===== src/rtl/wnv_pkg.sv =====
package wnv_pkg;
  localparam logic [3:0] CMD_NOP      = 4'd0;
  localparam logic [3:0] CMD_RECALL   = 4'd1;
  localparam logic [3:0] CMD_SAVE_W   = 4'd2;
  localparam logic [3:0] CMD_SAVE_D   = 4'd3;
  localparam logic [3:0] CMD_RECALL_B = 4'd8;
  localparam logic [3:0] CMD_PEEK_NV  = 4'd9;
  localparam logic [3:0] CMD_PEEK_W   = 4'd10;
  localparam logic [3:0] CMD_SET      = 4'd11;

  typedef enum logic [3:0] {
    OP_NONE,
    OP_SET_W,
    OP_RECALL_NOW,
    OP_SAVE_W,
    OP_SAVE_D,
    OP_RECALL_SLOW,
    OP_PEEK_NV,
    OP_PEEK_W,
    OP_PRESET,
    OP_PWRUP
  } op_e;
endpackage


===== src/rtl/wnv_decode.sv =====
module wnv_decode
  import wnv_pkg::*;
#(
  parameter int NW     = 2,
  parameter int ADDR_W = 4,
  localparam int IDX_W = (NW > 1) ? $clog2(NW) : 1
) (
  input  logic [3:0]        cmd,
  input  logic [ADDR_W-1:0] addr,
  input  logic              wp_n,
  output op_e               kind,
  output logic              slow,
  output logic [IDX_W-1:0]  idx
);
  localparam logic [ADDR_W-1:0] ADDR_LIM = ADDR_W'(NW);

  logic addr_ok;
  op_e  raw;

  assign addr_ok = (addr < ADDR_LIM);
  assign idx     = addr[IDX_W-1:0];

  always_comb begin
    case (cmd)
      CMD_SET:      raw = wp_n ? OP_SET_W       : OP_NONE;
      CMD_RECALL:   raw = wp_n ? OP_RECALL_NOW  : OP_NONE;
      CMD_SAVE_W:   raw = wp_n ? OP_SAVE_W      : OP_NONE;
      CMD_SAVE_D:   raw = wp_n ? OP_SAVE_D      : OP_NONE;
      CMD_RECALL_B: raw = wp_n ? OP_RECALL_SLOW : OP_NONE;
      CMD_PEEK_NV:  raw = OP_PEEK_NV;
      CMD_PEEK_W:   raw = OP_PEEK_W;
      default:      raw = OP_NONE;
    endcase
    kind = addr_ok ? raw : OP_NONE;
    slow = (kind == OP_SAVE_W) || (kind == OP_SAVE_D) || (kind == OP_RECALL_SLOW) ||
           (kind == OP_PEEK_NV) || (kind == OP_PEEK_W);
  end
endmodule


===== src/rtl/wnv_timer.sv =====
module wnv_timer #(
  parameter int CNT_W = 8,
  parameter int INIT  = 1
) (
  input  logic             clk,
  input  logic             rst_n,
  input  logic             load,
  input  logic [CNT_W-1:0] load_val,
  output logic             active,
  output logic             done
);
  logic [CNT_W-1:0] cnt_q, cnt_d;
  logic             act_d;

  assign done = active && (cnt_q == '0);

  always_comb begin
    cnt_d = cnt_q;
    act_d = active;
    if (load) begin
      cnt_d = load_val;
      act_d = 1'b1;
    end else if (done) begin
      act_d = 1'b0;
    end else if (active) begin
      cnt_d = cnt_q - 1'b1;
    end
  end

  always_ff @(posedge clk or negedge rst_n) begin
    if (!rst_n) begin
      cnt_q  <= CNT_W'(INIT - 1);
      active <= 1'b1;
    end else begin
      cnt_q  <= cnt_d;
      active <= act_d;
    end
  end
endmodule


===== src/rtl/wnv_bank.sv =====
module wnv_bank #(
  parameter int NW    = 2,
  parameter int WBITS = 10,
  localparam int IDX_W = (NW > 1) ? $clog2(NW) : 1
) (
  input  logic                clk,
  input  logic                rst_n,
  input  logic                we,
  input  logic [IDX_W-1:0]    widx,
  input  logic [WBITS-1:0]    wdata,
  output logic [NW*WBITS-1:0] rd_flat
);
  localparam logic [WBITS-1:0] MID = WBITS'(1) << (WBITS - 1);

  for (genvar g = 0; g < NW; g++) begin : g_cell
    logic en;
    logic [WBITS-1:0] cell_q;
    assign en = we && (widx == IDX_W'(g));
    always_ff @(posedge clk or negedge rst_n) begin
      if (!rst_n)  cell_q <= MID;
      else if (en) cell_q <= wdata;
    end
    assign rd_flat[g*WBITS +: WBITS] = cell_q;
  end
endmodule


===== src/rtl/wnv_ctrl.sv =====
module wnv_ctrl
  import wnv_pkg::*;
#(
  parameter int NW       = 2,
  parameter int WBITS    = 10,
  parameter int ADDR_W   = 4,
  parameter int T_STORE  = 750000,
  parameter int T_RECALL = 1000,
  parameter int T_PEEK   = 350,
  parameter int T_PRESET = 1500,
  parameter int T_PWRUP  = 1500
) (
  input  logic                clk,
  input  logic                rst_n,
  input  logic                frame_valid,
  input  logic [3:0]          frame_cmd,
  input  logic [ADDR_W-1:0]   frame_addr,
  input  logic [WBITS-1:0]    frame_data,
  input  logic                wp_n,
  input  logic                preset_n,
  output logic                ready,
  output logic [NW*WBITS-1:0] wipers,
  output logic [WBITS-1:0]    rdbk,
  output logic                busy_err
);
  localparam int IDX_W = (NW > 1) ? $clog2(NW) : 1;
  localparam int T_A   = (T_STORE > T_RECALL) ? T_STORE : T_RECALL;
  localparam int T_B   = (T_PEEK > T_PRESET) ? T_PEEK : T_PRESET;
  localparam int T_C   = (T_A > T_B) ? T_A : T_B;
  localparam int T_MAX = (T_C > T_PWRUP) ? T_C : T_PWRUP;
  localparam int CNT_W = $clog2(T_MAX + 1);
  localparam logic [ADDR_W-1:0] ADDR_LIM = ADDR_W'(NW);

  op_e              dec_kind;
  logic             dec_slow;
  logic [IDX_W-1:0] dec_idx;

  op_e              op_q, op_d;
  logic [IDX_W-1:0] idx_q, idx_d;
  logic [WBITS-1:0] data_q, data_d;
  logic             pre_prev, pend_q, pend_d;
  logic             err_d;
  logic [WBITS-1:0] rdbk_d;
  logic [WBITS-1:0] wip_q [NW];
  logic [WBITS-1:0] wip_d [NW];
  logic [NW*WBITS-1:0] nv_flat;

  logic             act, done, load;
  logic [CNT_W-1:0] load_val;
  logic             pre_rise, accept, launch_pre, launch_frm;
  logic             nv_we;
  logic [WBITS-1:0] nv_wdata;

  wnv_decode #(.NW(NW), .ADDR_W(ADDR_W)) u_dec (
    .cmd(frame_cmd), .addr(frame_addr), .wp_n(wp_n),
    .kind(dec_kind), .slow(dec_slow), .idx(dec_idx)
  );

  wnv_timer #(.CNT_W(CNT_W), .INIT(T_PWRUP)) u_tmr (
    .clk(clk), .rst_n(rst_n), .load(load), .load_val(load_val),
    .active(act), .done(done)
  );

  wnv_bank #(.NW(NW), .WBITS(WBITS)) u_bank (
    .clk(clk), .rst_n(rst_n), .we(nv_we), .widx(idx_q),
    .wdata(nv_wdata), .rd_flat(nv_flat)
  );

  assign ready      = !act;
  assign pre_rise   = preset_n && !pre_prev;
  assign accept     = frame_valid && !act && !pre_rise;
  assign launch_pre = (pre_rise && !act) || (done && (pend_q || pre_rise));
  assign launch_frm = accept && dec_slow;
  assign load       = launch_pre || launch_frm;

  always_comb begin
    if (launch_pre) load_val = CNT_W'(T_PRESET - 1);
    else begin
      case (dec_kind)
        OP_SAVE_W, OP_SAVE_D: load_val = CNT_W'(T_STORE - 1);
        OP_RECALL_SLOW:       load_val = CNT_W'(T_RECALL - 1);
        default:              load_val = CNT_W'(T_PEEK - 1);
      endcase
    end
  end

  always_comb begin
    op_d   = op_q;
    idx_d  = idx_q;
    data_d = data_q;
    if (launch_pre) op_d = OP_PRESET;
    else if (launch_frm) begin
      op_d   = dec_kind;
      idx_d  = dec_idx;
      data_d = frame_data;
    end
    pend_d = launch_pre ? 1'b0 : ((pre_rise && act) ? 1'b1 : pend_q);
    err_d  = busy_err || (frame_valid && (act || pre_rise));
  end

  assign nv_we    = done && ((op_q == OP_SAVE_W) || (op_q == OP_SAVE_D));
  assign nv_wdata = (op_q == OP_SAVE_W) ? wip_q[idx_q] : data_q;

  always_comb begin
    rdbk_d = rdbk;
    if (done && op_q == OP_PEEK_NV) rdbk_d = nv_flat[idx_q*WBITS +: WBITS];
    if (done && op_q == OP_PEEK_W)  rdbk_d = wip_q[idx_q];
    for (int i = 0; i < NW; i++) begin
      wip_d[i] = wip_q[i];
      if (done && (op_q == OP_PRESET || op_q == OP_PWRUP))
        wip_d[i] = nv_flat[i*WBITS +: WBITS];
      if (done && op_q == OP_RECALL_SLOW && idx_q == IDX_W'(i))
        wip_d[i] = nv_flat[i*WBITS +: WBITS];
      if (accept && dec_kind == OP_RECALL_NOW && dec_idx == IDX_W'(i))
        wip_d[i] = nv_flat[i*WBITS +: WBITS];
      if (accept && dec_kind == OP_SET_W && dec_idx == IDX_W'(i))
        wip_d[i] = frame_data;
    end
  end

  always_ff @(posedge clk or negedge rst_n) begin
    if (!rst_n) begin
      op_q     <= OP_PWRUP;
      idx_q    <= '0;
      data_q   <= '0;
      pre_prev <= 1'b1;
      pend_q   <= 1'b0;
      busy_err <= 1'b0;
      rdbk     <= '0;
    end else begin
      op_q     <= op_d;
      idx_q    <= idx_d;
      data_q   <= data_d;
      pre_prev <= preset_n;
      pend_q   <= pend_d;
      busy_err <= err_d;
      rdbk     <= rdbk_d;
    end
  end

  for (genvar g = 0; g < NW; g++) begin : g_wip
    always_ff @(posedge clk or negedge rst_n) begin
      if (!rst_n) wip_q[g] <= '0;
      else        wip_q[g] <= wip_d[g];
    end
    assign wipers[g*WBITS +: WBITS] = wip_q[g];
  end

  a_r8_err_sticky: assert property (@(posedge clk) disable iff (!rst_n)
    busy_err |=> busy_err);

  a_r2_set_no_busy: assert property (@(posedge clk) disable iff (!rst_n)
    (frame_valid && ready && !pre_rise && frame_cmd == CMD_SET) |=> ready);

  a_r3_store_busy: assert property (@(posedge clk) disable iff (!rst_n)
    (frame_valid && ready && !pre_rise && wp_n && frame_cmd == CMD_SAVE_W &&
     frame_addr < ADDR_LIM) |=> !ready);

  a_r5_peek_busy: assert property (@(posedge clk) disable iff (!rst_n)
    (frame_valid && ready && !pre_rise && frame_cmd == CMD_PEEK_W &&
     frame_addr < ADDR_LIM) |=> !ready);

  a_r6_preset_busy: assert property (@(posedge clk) disable iff (!rst_n)
    (pre_rise && ready) |=> !ready);

  a_r7_wp_freeze: assert property (@(posedge clk) disable iff (!rst_n)
    (ready && $past(ready) && $past(!wp_n)) |-> $stable(wipers));

  a_r9_unknown_idle: assert property (@(posedge clk) disable iff (!rst_n)
    (frame_valid && ready && !pre_rise && frame_cmd[2]) |=> (ready && $stable(wipers)));
endmodule


===== config.mk =====
export PLATFORM = sky130hd
export DESIGN_NAME = wnv_ctrl
export DESIGN_NICKNAME = d
export VERILOG_FILES = /design/src/rtl/wnv_pkg.sv /design/src/rtl/wnv_decode.sv /design/src/rtl/wnv_timer.sv /design/src/rtl/wnv_bank.sv /design/src/rtl/wnv_ctrl.sv
export SDC_FILE = /design/constraint.sdc
export NUM_CORES = 1
export LEC_CHECK = 0
export ABC_AREA = 1
export BUFFER_PORTS_ARGS = -buffer_cell sky130_fd_sc_hd__buf_2
export CAP_MARGIN = 20
export CORE_ASPECT_RATIO = 1.25
export CORE_MARGIN = 3
export CORE_UTILIZATION = 30
export CTS_CLUSTER_DIAMETER = 40
export CTS_CLUSTER_SIZE = 25
export DETAILED_ROUTE_END_ITERATION = 10
export GPL_TIMING_DRIVEN = 0
export PLACE_DENSITY = 0.6
export SLEW_MARGIN = 5
export SYNTH_ARGS = -nofsm -noshare
export SYNTH_HDL_FRONTEND = slang
export SYNTH_SLANG_ARGS = --single-unit

===== constraint.sdc =====
create_clock -name clk -period 1.95 [get_ports clk]
set_input_delay 0.195 -clock clk [delete_from_list [all_inputs] [get_ports clk]]
set_output_delay 0.195 -clock clk [all_outputs]
set_load 0.1 [all_outputs]

==> results of run 1 <==
-- layout make-up --
class	count	share of cell area
sequential	89	0.347
clock inverter	6	0.0104
buffer	31	0.0329
tap	220	0.0426
timing repair buffer	70	0.0652
inverter	57	0.0348
multi-input combinational	524	0.431
clock buffer	10	0.0354
-- where the power goes --
part / internal [mW] / switching (mW)
Combinational: 0.199 / 0.296
Clock: 1.00 / 0.790
Sequential: 1.98 / 0.114
Total: 3.18 / 1.20
-- repair_timing --
| item | 4_1_cts | 5_1_grt |
|---|---|---|
| resized for setup | 15 | 40 |
| hold buffers | 2 | 0 |
| pin swaps | 4 | 10 |
| setup buffers | 5 | 7 |
| hold endpoints to repair | 27 | 0 |
| cloned | 1 | 0 |
| endpoints found under the setup margin | 74 | 68 |
-- worst max-delay path, delay by kind of cell, from the launching register on --
family	cells	cell delay [ns]
compound gates	3	0.60
buf+inv	2	0.52
flops	1	0.51
simple gates	1	0.19
-- registers in the layout, summed over array words and instances (netlist names) --
| signal | flops |
|---|---|
| u_tmr.active | 1 |
| wipers | 20 |
| rdbk | 10 |
| busy_err | 1 |
| pend_q | 1 |
| data_q | 10 |
| op_q | 4 |
| pre_prev | 1 |
| u_bank.g_cell.cell_q | 20 |
| u_tmr.cnt_q | 20 |
| idx_q | 1 |
-- metal layers --
metal,part of all wire,vias to the layer above,wire (um)
met4,0.037,0,595
met1,0.42,2313,6720
li1,-,2427,-
met2,0.50,128,8020
met3,0.039,32,618
met5,0,-,0
-- final timing paths --
kind | startpoint | end | slack (ns)
worst max-delay path | op_q[0] | u_bank.g_cell[1].cell_q[5] | 0.05
worst min-delay path | frame_data[9] | data_q[9] | 0.08
worst max register to register | op_q[0] | u_bank.g_cell[1].cell_q[5] | 0.05
worst min register to register | busy_err | busy_err | 0.47
max in group asynchronous | rst_n | u_bank.g_cell[1].cell_q[9] | 0.93
min in group asynchronous | rst_n | u_tmr.cnt_q[17] | 0.34
-- layout by cell type, fill, tap and decap left out, types with 11 or more instances in the layout --
cell type / instances
sky130_fd_sc_hd__a21oi_1: 22
sky130_fd_sc_hd__buf_2: 59
sky130_fd_sc_hd__buf_4: 17
sky130_fd_sc_hd__clkbuf_1: 11
sky130_fd_sc_hd__dfrtp_1: 74
sky130_fd_sc_hd__dfstp_2: 14
sky130_fd_sc_hd__inv_1: 44
sky130_fd_sc_hd__nand2_1: 239
sky130_fd_sc_hd__nand2_4: 12
sky130_fd_sc_hd__nand3_1: 55
sky130_fd_sc_hd__nand4_1: 19
sky130_fd_sc_hd__nor2_1: 44
sky130_fd_sc_hd__o21ai_0: 12
sky130_fd_sc_hd__o21ai_1: 28
sky130_fd_sc_hd__o21ai_2: 15
-- stage by stage --
stage	power, mW	setup slack (ns)
5_1_grt	4.58	-0.0503
3_3_place_gp	2.56	-0.232
4_1_cts	4.42	0.00648
3_5_place_dp	2.58	-0.258
6_report	4.38	0.0513
2_1_floorplan	2.42	0.0638
-- cells by family after synthesis --
kind of cell             synth area share
AO/OA/AOI/OAI                       0.109
XOR/XNOR                           0.0182
adder cells (fa/ha/maj)           0.00236
buffers and inverters              0.0780
flip-flops                          0.423
AND/OR/NAND/NOR                     0.369
==> run metrics, run 1 <==
status=finished clean; cell with the most instances after synthesis=sky130_fd_sc_hd__nand2_1; ratio of cells with drive above 1 in the final layout=0.272; measured slew at the worst slew-check pin=just under 0.6 ns; initial antenna violation count=0; clock buffer depth=2; CTS tree=yes; cell at the root of the clock tree=sky130_fd_sc_hd__clkbuf_16; peak-usage layer in the global routing report=met2; setup TNS=0 ns; Die Width=~120 um; Most used DFF post-synth=sky130_fd_sc_hd__dfrtp_1; largest cells by area after synthesis=sky130_fd_sc_hd__dfrtp_1, sky130_fd_sc_hd__nand2_1, sky130_fd_sc_hd__dfstp_2; initial core utilization=0.310; Required @ worst endpoint=2.23 ns; WHS=0.0793 ns; data arrival time of the worst path=2.18 ns; crit path time final=approximately 1.9 ns; part of the Yosys area used for sequential elements=0.423; number of sinks handled by clock tree synthesis=89; peak ir drop on the vdd network=around 0.56 mV; number of cells on the worst reg-to-reg path=6; worst-skew pair later-pin latency=approximately 0.35 ns; remaining global-route overflow=0; Cell Chain, Critical Path=buf_2 > nand4_1 > clkbuf_1 > a21oi_1 > a21oi_1 > o21ai_1; Post-Syn Area=between 5000 and 6000 um2; unique cell type count in the Yosys netlist=44; die area=approximately 19000 um2; half-perimeter wire length after detailed placement=approximately 11000 um; H-tree levels=3; Placer Congestion=between 0.8 and 0.9; M3 GR Usage=0.0356; overall via count from detail_route=4900; clock buffer count from CTS=9; max cap viols=0; remaining number of nets flagged by the antenna check after routing=0; post-detailed-route wirelength per cell=15.8 um; FFs w/ async S/R, synth=1.00; Area growth syn-to-layout=21.9%; cell area after layout=around 6500 um2; vias in the first global route=around 4800; number of antenna diodes=0; peak clock frequency supported by timing=527 MHz; maximum number of pins on one net before global-route repair=59; mean area per synthesized cell=~7.6 um2; flip-flop and latch count after synthesis=around 90; total cell area at the placement stage=roughly 6000 um2; number of vias per cell=around 5; floorplan core area=between 15000 and 20000 um2; count of flip-flops with a built-in enable after synthesis=0; wire length of the first global-routing pass=roughly 26000 um; IO buf count=54; kind of path behind the tightest hold check=primary input to flop; CP max FO=10; met2 track demand over resource=0.292; Top cell by count, worst path=sky130_fd_sc_hd__a21oi_1; area taken by flip-flops and latches=2250 um2; Total Routing Usage GR=0.168; Slowest-stage cell, CP=sky130_fd_sc_hd__dfstp_2; final non-filler cell total=roughly 1000; Critical Path End Type=flop; largest incremental delay on the critical path=0.51 ns; normalized max-slew margin=0.611; nets in the synthesized netlist=between 700 and 800; DRT iter0 DRCs=approximately 300; dominant cell type by area after synthesis=sky130_fd_sc_hd__dfrtp_1; number of iterations in the first detailed-routing pass=5; area share of the largest cell type after synthesis=0.354; WS Path Type=flop to flop; Final Max Slew Viols=0; setup repair after global routing missed its margin=true; combined area of the multi-input logic cells=2790 um2; number of nets in the layout=between 800 and 900; Reg clk slew, reported paths=0.07 ns; synth cell count leaders=sky130_fd_sc_hd__nand2_1, sky130_fd_sc_hd__dfrtp_1, sky130_fd_sc_hd__nand3_1; drc violations=0; number of hold violations in the final report=0; final core area utilization=0.378; Rows=53; Cell Count Post-Placement=976; Worst setup SP type=flop; final WL=~16000 um; Die Y=~150 um; number of fill cells=1826; clk_skew=a little over 0.009 ns; Syn. warnings=0; count of boundary I/O pins=55; static leakage=3.26 nW; met1 routing resource usage after global routing=0.202; total setup violations reported at the end of the flow=0; Pwr Density=between 600 and 700 nW/um2; cells after synthesis=~700; crit share post-route=0.974; cell depth of the worst min-delay path=3
No activity file was read; power rests on OpenSTA's default activity.
==> run 2, diff against run 1 <==
--- a/config.mk
+++ b/config.mk
@@ -9,13 +9,12 @@
 export BUFFER_PORTS_ARGS = -buffer_cell sky130_fd_sc_hd__buf_2
 export CAP_MARGIN = 20
 export CORE_ASPECT_RATIO = 1.25
-export CORE_MARGIN = 3
 export CORE_UTILIZATION = 30
 export CTS_CLUSTER_DIAMETER = 40
 export CTS_CLUSTER_SIZE = 25
 export DETAILED_ROUTE_END_ITERATION = 10
 export GPL_TIMING_DRIVEN = 0
-export PLACE_DENSITY = 0.6
+export PLACE_DENSITY = 0.56
 export SLEW_MARGIN = 5
 export SYNTH_ARGS = -nofsm -noshare
 export SYNTH_HDL_FRONTEND = slang
==> run 2 against run 1 <==
  * Register-to-register slack better by 0.02 ns
  * Clock power is 4% higher
  * First-iteration DRC count is 2.0% higher
  * Power is 1.4% higher
  * Combinational power is 4.3% lower
==> run metrics, run 2 (synthesis gave the netlist of run 1 again) <==
met2 track demand over resource=0.323 (was 0.292); clk_skew=0.0125 ns (was 0.00916 ns); peak clock frequency supported by timing=534 MHz (was 527 MHz); WHS=0.0789 ns (was 0.0793 ns); commonest cells after routing, fill and taps aside=sky130_fd_sc_hd__nand2_1, sky130_fd_sc_hd__dfrtp_1, sky130_fd_sc_hd__buf_2 (unchanged); M3 GR Usage=0.0208 (was 0.0356); drc violations=0 (unchanged); count of boundary I/O pins=55 (unchanged); H-tree levels=3 (unchanged); Total Routing Usage GR=0.184 (was 0.168); number of fill cells=1857 (was 1826); peak-usage layer in the global routing report=met2 (unchanged); wire length of the first global-routing pass=25300 um (was 25700 um); number of iterations in the first detailed-routing pass=5 (unchanged); IO buf count=54 (unchanged); clock buffer count from CTS=9 (unchanged); CP max FO=7 (was 10); floorplan core area=17400 um2 (was 17100 um2); DRT iter0 DRCs=304 (was 298); number of hold violations in the final report=0 (unchanged); Worst R2R Start=u_tmr.cnt_q[0] (was op_q[0]); measured slew at the worst slew-check pin=0.571 ns (was 0.583 ns); total setup violations reported at the end of the flow=0 (unchanged); cell at the root of the clock tree=sky130_fd_sc_hd__clkbuf_16 (unchanged); Final Max Slew Viols=0 (unchanged); ratio of cells with drive above 1 in the final layout=0.248 (was 0.272); Required @ worst endpoint=2.23 ns (about the same); half-perimeter wire length after detailed placement=11600 um (was 11400 um); met1 routing resource usage after global routing=0.222 (was 0.202); worst hold start=frame_data[2] (was frame_data[9]); total cell area at the placement stage=5890 um2 (was 5880 um2); portion of total power attributed to sequential cells=0.473 (was 0.478); Die Y=151 um (was 155 um); post-detailed-route wirelength per cell=15.6 um (was 15.8 um); number of vias per cell=4.84 (was 4.87); worst setup path startpoint=u_tmr.cnt_q[0] (was op_q[0]); status=finished clean (unchanged); combined area of the multi-input logic cells=2740 um2 (was 2790 um2); crit path time final=1.87 ns (was 1.90 ns); maximum number of pins on one net before global-route repair=66 (was 59); overall via count from detail_route=4869 (was 4900); Switch Pwr=1.25 mW (was 1.20 mW); data arrival time of the worst path=2.16 ns (was 2.18 ns); vias in the first global route=4758 (was 4763); normalized max-slew margin=0.619 (was 0.611); initial antenna violation count=0 (unchanged); Area growth syn-to-layout=21.1% (was 21.9%); Critical Path End Type=flop (unchanged); internal power=3.19 mW (was 3.18 mW); max cap viols=0 (unchanged); most frequent standard cell in the layout excluding fill and tap cells=sky130_fd_sc_hd__nand2_1 (unchanged); Worst setup SP type=flop (unchanged); fraction of power consumed by the clock network=0.420 (was 0.409); final WL=15700 um (was 15900 um); WS Path Type=flop to flop (unchanged); remaining global-route overflow=0 (unchanged); die area=18200 um2 (was 19300 um2); proportion of total power due to net switching=0.282 (was 0.274); setup TNS=0 ns (unchanged); combinational cell fraction of total power=0.107 (was 0.113); number of antenna diodes=0 (unchanged); worst-skew pair later-pin latency=0.36 ns (was 0.35 ns); Placer Congestion=0.862 (was 0.836); number of sinks handled by clock tree synthesis=89 (unchanged); Rows=54 (was 53); static leakage=3.25 nW (was 3.26 nW); remaining number of nets flagged by the antenna check after routing=0 (unchanged); number of nets in the layout=802 (was 806); Reg clk slew, reported paths=0.08 ns (was 0.07 ns); kind of path behind the tightest hold check=primary input to flop (unchanged); worst-case setup slack after placement=-0.260 ns (was -0.258 ns); area taken by flip-flops and latches=2240 um2 (was 2250 um2); CTS tree=yes (unchanged); setup slack of the critical path after layout=0.0761 ns (was 0.0513 ns); peak ir drop on the vdd network=0.418 mV (was 0.561 mV); initial core utilization=0.306 (was 0.310); Die Width=121 um (was 125 um); cell area after layout=6430 um2 (was 6470 um2); crit share post-route=0.961 (was 0.974); Pwr Density=692 nW/um2 (was 677 nW/um2); clock buffer depth=2 (unchanged)
run 2: changes by cell type in the layout (fill, tap and decap cells not counted), sizes merged:
| cell | previous run | this run |
|---|---|---|
| clkinvlp | 2 | 1 |
| clkbuf | 22 | 24 |
| inv | 58 | 59 |
| buf | 87 | 80 |
| clkinv | 2 | 3 |
run 2: worst max-delay path, stage by stage, from the launching register on:
cell,delay [ns]
sky130_fd_sc_hd__dfstp_2,0.58
sky130_fd_sc_hd__inv_4,0.05
sky130_fd_sc_hd__ha_4,0.17
sky130_fd_sc_hd__nand2_4,0.09
sky130_fd_sc_hd__nor2_8,0.06
sky130_fd_sc_hd__nand4_2,0.08
sky130_fd_sc_hd__nand2_4,0.12
sky130_fd_sc_hd__nand2_8,0.13
sky130_fd_sc_hd__nand3_4,0.10
sky130_fd_sc_hd__buf_8,0.16
sky130_fd_sc_hd__nand2_8,0.07
sky130_fd_sc_hd__inv_6,0.05
sky130_fd_sc_hd__a21oi_2,0.12
run 2: final timing paths:
kind                                         endpoint  slack, ns  cells past startpoint
max                                   u_tmr.cnt_q[17]       0.08                     12
min                                         data_q[2]       0.08                      3
max reg2reg                           u_tmr.cnt_q[17]       0.08                     12
min reg2reg                                   rdbk[2]       0.48                      2
max in group asynchronous  u_bank.g_cell[1].cell_q[9]       0.97                      3
min in group asynchronous                      pend_q       0.30                      2
run 2: power by group through the flow:
stage / Clock, mW / Sequential [mW] / Combinational [mW]
2_1_floorplan: 0 / 2.10 / 0.318
3_3_place_gp: 0 / 2.13 / 0.443
3_5_place_dp: 0 / 2.13 / 0.459
4_1_cts: 1.91 / 2.10 / 0.469
5_1_grt: 1.99 / 2.12 / 0.543
6_report: 1.87 / 2.10 / 0.473
run 2: metrics by stage:
step | util | std cells | power, mW
global route | 0.370 | 1007 | 4.65
detailed placement | 0.339 | 980 | 2.59
finish | 0.370 | 1007 | 4.44
CTS | 0.361 | 999 | 4.47
global placement | 0.337 | 979 | 2.57
floorplan | - | 701 | 2.42
run 2: area by class of cell:
| cell class | instances | share of cell area |
|---|---|---|
| multi-input cells | 524 | 0.426 |
| flip-flops and latches | 89 | 0.349 |
| repair buffers | 66 | 0.0631 |
| well taps | 224 | 0.0436 |
| inverters | 57 | 0.0358 |
| clock buffers | 9 | 0.0350 |
| plain buffers | 31 | 0.0343 |
| clock inverters | 7 | 0.0134 |
run 2: metal layers:
layer	vias to the layer above	share of wire
met2	104	0.52
met4	0	0.034
met3	27	0.030
met1	2311	0.41
met5	-	0
li1	2427	-
run 2: what timing repair did:
| item | in CTS | in global routing |
|---|---|---|
| gates cloned | 0 | 1 |
| pin swaps | 2 | 9 |
| endpoints found under the hold margin | 18 | 0 |
| hold buffers | 2 | 0 |
| resized for setup | 10 | 25 |
| buffers inserted | 1 | 7 |
| endpoints found under the setup margin | 74 | 74 |
==> run 3, diff against run 2 <==
--- a/config.mk
+++ b/config.mk
@@ -5,7 +5,6 @@
 export SDC_FILE = /design/constraint.sdc
 export NUM_CORES = 1
 export LEC_CHECK = 0
-export ABC_AREA = 1
 export BUFFER_PORTS_ARGS = -buffer_cell sky130_fd_sc_hd__buf_2
 export CAP_MARGIN = 20
 export CORE_ASPECT_RATIO = 1.25
==> run 3 against run 2 <==
  * The run now ends with negative setup slack left
  * Via count fell by 13%
  * Critical path depth is 5 lower
  * Global-route usage about the same
  * Final cell count is 22% lower
  * Clock-buffer cell count is 4 higher
  * Die area decreased by 5.8%
  * Clock power down 5%
  * Fmax shrank 11%
  * Sequential share of layout area fell by 2.5 points
  * Largest power group unchanged
==> run metrics, run 3 <==
Required @ worst endpoint=2.22 ns (was 2.23 ns); status=complete, but fails checks (was finished clean); die area=17200 um2 (was 18200 um2); WS Path Type=flop to flop (unchanged); Critical Path End Type=flop (unchanged); dominant cell type by area after synthesis=sky130_fd_sc_hd__dfrtp_1 (unchanged); Top cell by count, worst path=sky130_fd_sc_hd__buf_4; remaining number of nets flagged by the antenna check after routing=0 (unchanged); count of flip-flops with a built-in enable after synthesis=0 (unchanged); crit share post-route=1.08 (was 0.961); final non-filler cell total=786 (was 1007); most frequent standard cell in the layout excluding fill and tap cells=sky130_fd_sc_hd__dfrtp_1 (was sky130_fd_sc_hd__nand2_1); setup TNS=-5.22 ns (was 0 ns); number of antenna diodes=0 (unchanged); largest cells by area after synthesis=sky130_fd_sc_hd__dfrtp_1, sky130_fd_sc_hd__mux2_2, sky130_fd_sc_hd__dfstp_2 (was sky130_fd_sc_hd__dfrtp_1, sky130_fd_sc_hd__nand2_1, sky130_fd_sc_hd__dfstp_2); data arrival time of the worst path=2.37 ns (was 2.16 ns); overall via count from detail_route=4241 (was 4869); remaining global-route overflow=0 (unchanged); peak ir drop on the vdd network=0.403 mV (was 0.418 mV); drc violations=0 (unchanged); clock buffer count from CTS=9 (unchanged); Post-Syn Area=4990 um2 (was 5310 um2); largest incremental delay on the critical path=0.42 ns (was 0.58 ns); total setup violations reported at the end of the flow=67 (was 0); Cell Count Post-Placement=713 (was 980); measured slew at the worst slew-check pin=0.564 ns (was 0.571 ns); vias in the first global route=4403 (was 4758); Worst setup SP type=flop (unchanged); number of fill cells=1532 (was 1857); area share of the largest cell type after synthesis=0.376 (was 0.354); flip-flop and latch count after synthesis=89 (unchanged); cells after synthesis=443 (was 701); nets in the synthesized netlist=467 (was 725); mean area per synthesized cell=11.3 um2 (was 7.57 um2); ratio of cells with drive above 1 in the final layout=0.525 (was 0.248); peak clock frequency supported by timing=476 MHz (was 534 MHz); number of iterations in the first detailed-routing pass=5 (unchanged); cell area after layout=6940 um2 (was 6430 um2); kind of path behind the tightest hold check=primary input to flop (unchanged); clock buffer depth=2 (unchanged); H-tree levels=3 (unchanged); setup repair after global routing missed its margin=true; number of vias per cell=5.40 (was 4.84); total cell area at the placement stage=5650 um2 (was 5890 um2); number of hold violations in the final report=0 (unchanged); combined area of the multi-input logic cells=3070 um2 (was 2740 um2); CTS tree=yes (unchanged); static leakage=3.17 nW (was 3.25 nW); number of nets in the layout=589 (was 802); DRT iter0 DRCs=267 (was 304); area taken by flip-flops and latches=2250 um2 (was 2240 um2); Final Max Slew Viols=0 (unchanged); unique cell type count in the Yosys netlist=62 (was 44); Slowest-stage cell, CP=sky130_fd_sc_hd__dfrtp_1 (was sky130_fd_sc_hd__dfstp_2); clk_skew=0.00565 ns (was 0.0125 ns); count of boundary I/O pins=55 (unchanged); CP max FO=3 (was 7); part of the Yosys area used for sequential elements=0.449 (was 0.423); Overall Power=4.52 mW (was 4.44 mW); cell with the most instances after synthesis=sky130_fd_sc_hd__dfrtp_1 (was sky130_fd_sc_hd__nand2_1); crit path time final=2.10 ns (was 1.87 ns); failing checks=negative setup slack; maximum number of pins on one net before global-route repair=53 (was 66); worst-skew pair later-pin latency=0.35 ns (was 0.36 ns); IO buf count=53 (was 54); Placer Congestion=0.885 (was 0.862); Syn. warnings=0 (unchanged); initial antenna violation count=0 (unchanged); setup slack of the critical path after layout=-0.152 ns (was 0.0761 ns); commonest cells after routing, fill and taps aside=sky130_fd_sc_hd__dfrtp_1, sky130_fd_sc_hd__buf_2, sky130_fd_sc_hd__nand2_1 (was sky130_fd_sc_hd__nand2_1, sky130_fd_sc_hd__dfrtp_1, sky130_fd_sc_hd__buf_2); Area growth syn-to-layout=39.0% (was 21.1%); synth cell count leaders=sky130_fd_sc_hd__dfrtp_1, sky130_fd_sc_hd__mux2_2, sky130_fd_sc_hd__nand2_1 (was sky130_fd_sc_hd__nand2_1, sky130_fd_sc_hd__dfrtp_1, sky130_fd_sc_hd__nand3_1); floorplan core area=16300 um2 (was 17400 um2); final WL=15400 um (was 15700 um); Rows=52 (was 54); Cell Chain, Critical Path=nor4_4 > nand4_4 > buf_4 > buf_4 > nor4b_1 > o22ai_1 > a211oi_2 (was inv_4 > ha_4 > nand2_4 > nor2_8 > nand4_2 > nand2_4 > nand2_8 > nand3_4 > buf_8 > nand2_8 > inv_6 > a21oi_2); max cap viols=0 (unchanged); initial core utilization=0.307 (was 0.306); number of sinks handled by clock tree synthesis=89 (unchanged); cell at the root of the clock tree=sky130_fd_sc_hd__clkbuf_16 (unchanged); normalized max-slew margin=0.624 (was 0.619); Die Y=146 um (was 151 um); Total Routing Usage GR=0.184 (about the same); FFs w/ async S/R, synth=1.00 (unchanged); wire length of the first global-routing pass=24400 um (was 25300 um); post-detailed-route wirelength per cell=19.7 um (was 15.6 um); Reg clk slew, reported paths=0.06 ns (was 0.08 ns); Die Width=117 um (was 121 um); Most used DFF post-synth=sky130_fd_sc_hd__dfrtp_1 (unchanged); Pwr Density=652 nW/um2 (was 692 nW/um2); half-perimeter wire length after detailed placement=9350 um (was 11600 um)
==> run 3: cell types whose count changed after synthesis, sizes merged, moves of 8 or more <==
cell | previous run | this run
inv | 55 | 8
mux2 | 0 | 71
mux2i | 0 | 10
o21ai | 55 | 14
mux4 | 0 | 10
nand3 | 65 | 8
a31oi | 0 | 8
buf | 18 | 6
nand4 | 20 | 11
a21oi | 32 | 20
nor2 | 60 | 33
nand2 | 261 | 54
==> run 3: cell type report <==
class | count | share of cell area
tap | 216 | 0.0389
inverter | 8 | 0.00433
clock inverter | 3 | 0.00613
buffer | 17 | 0.0182
timing repair buffer | 113 | 0.130
clock buffer | 13 | 0.0360
multi-input combinational | 327 | 0.442
sequential | 89 | 0.324
==> run 3: timing repair <==
item / in CTS / in global routing
buffers inserted: 45 / 13
cloned: 3 / 0
gates resized for setup: 74 / 51
hold endpoints to repair: 35 / 0
hold buffers: 2 / 0
endpoints found under the setup margin: 86 / 83
pin swaps: 23 / 21
==> run 3: worst paths after layout <==
path | start | to | slack [ns] | depth (start not counted)
hold reg to reg | busy_err | busy_err | 0.46 | 1
min in group asynchronous | rst_n | wipers[3] | 0.35 | 2
setup / recovery | u_tmr.cnt_q[13] | u_tmr.cnt_q[19] | -0.15 | 7
max in group asynchronous | rst_n | pre_prev | 0.90 | 3
hold / removal | frame_valid | busy_err | 0.07 | 2
setup reg to reg | u_tmr.cnt_q[13] | u_tmr.cnt_q[19] | -0.15 | 7
==> run 3: logic make-up after synthesis <==
logic type / count (synthesis) / share of synthesized area
and+or+nand+nor: 151 / 0.171
muxes: 91 / 0.233
DFF: 89 / 0.449
AOI/OAI and AO/OA: 76 / 0.107
buffers and inverters: 28 / 0.0251
xor gates and xnor gates: 7 / 0.0123
adders and majority gates: 1 / 0.00250
==> run 3: worst max-delay path: cells and delay by family, from the launching register on <==
kind	cells	cell delay, ns
AO/OA/AOI/OAI	2	0.37
AND/OR/NAND/NOR	3	0.89
flip-flops	1	0.42
buffers and inverters	2	0.33
==> run 3: metrics by stage <==
step / hold WS (ns) / utilization / setup WS (ns)
2_1_floorplan: -0.101 / - / -0.216
3_3_place_gp: 0.314 / 0.346 / -0.702
3_5_place_dp: 0.206 / 0.347 / -0.744
4_1_cts: 0.0770 / 0.412 / -0.161
5_1_grt: 0.104 / 0.427 / -0.217
6_report: 0.0720 / 0.427 / -0.152
==> run 3: power breakdown <==
group          switching [mW]  internal [mW]  total (mW)
clock network           0.739           1.03        1.77
registers               0.148           1.98        2.13
logic                   0.351          0.275       0.626
total                    1.24           3.29        4.52
==> run 3: metal layers <==
layer / up-vias / wire length [um] / global-route usage
li1: 1892 / - / -
met1: 2156 / 6340 / 0.215
met2: 148 / 7900 / 0.327
met3: 45 / 692 / 0.0281
met4: 0 / 512 / 0.0896
met5: - / 0 / 0
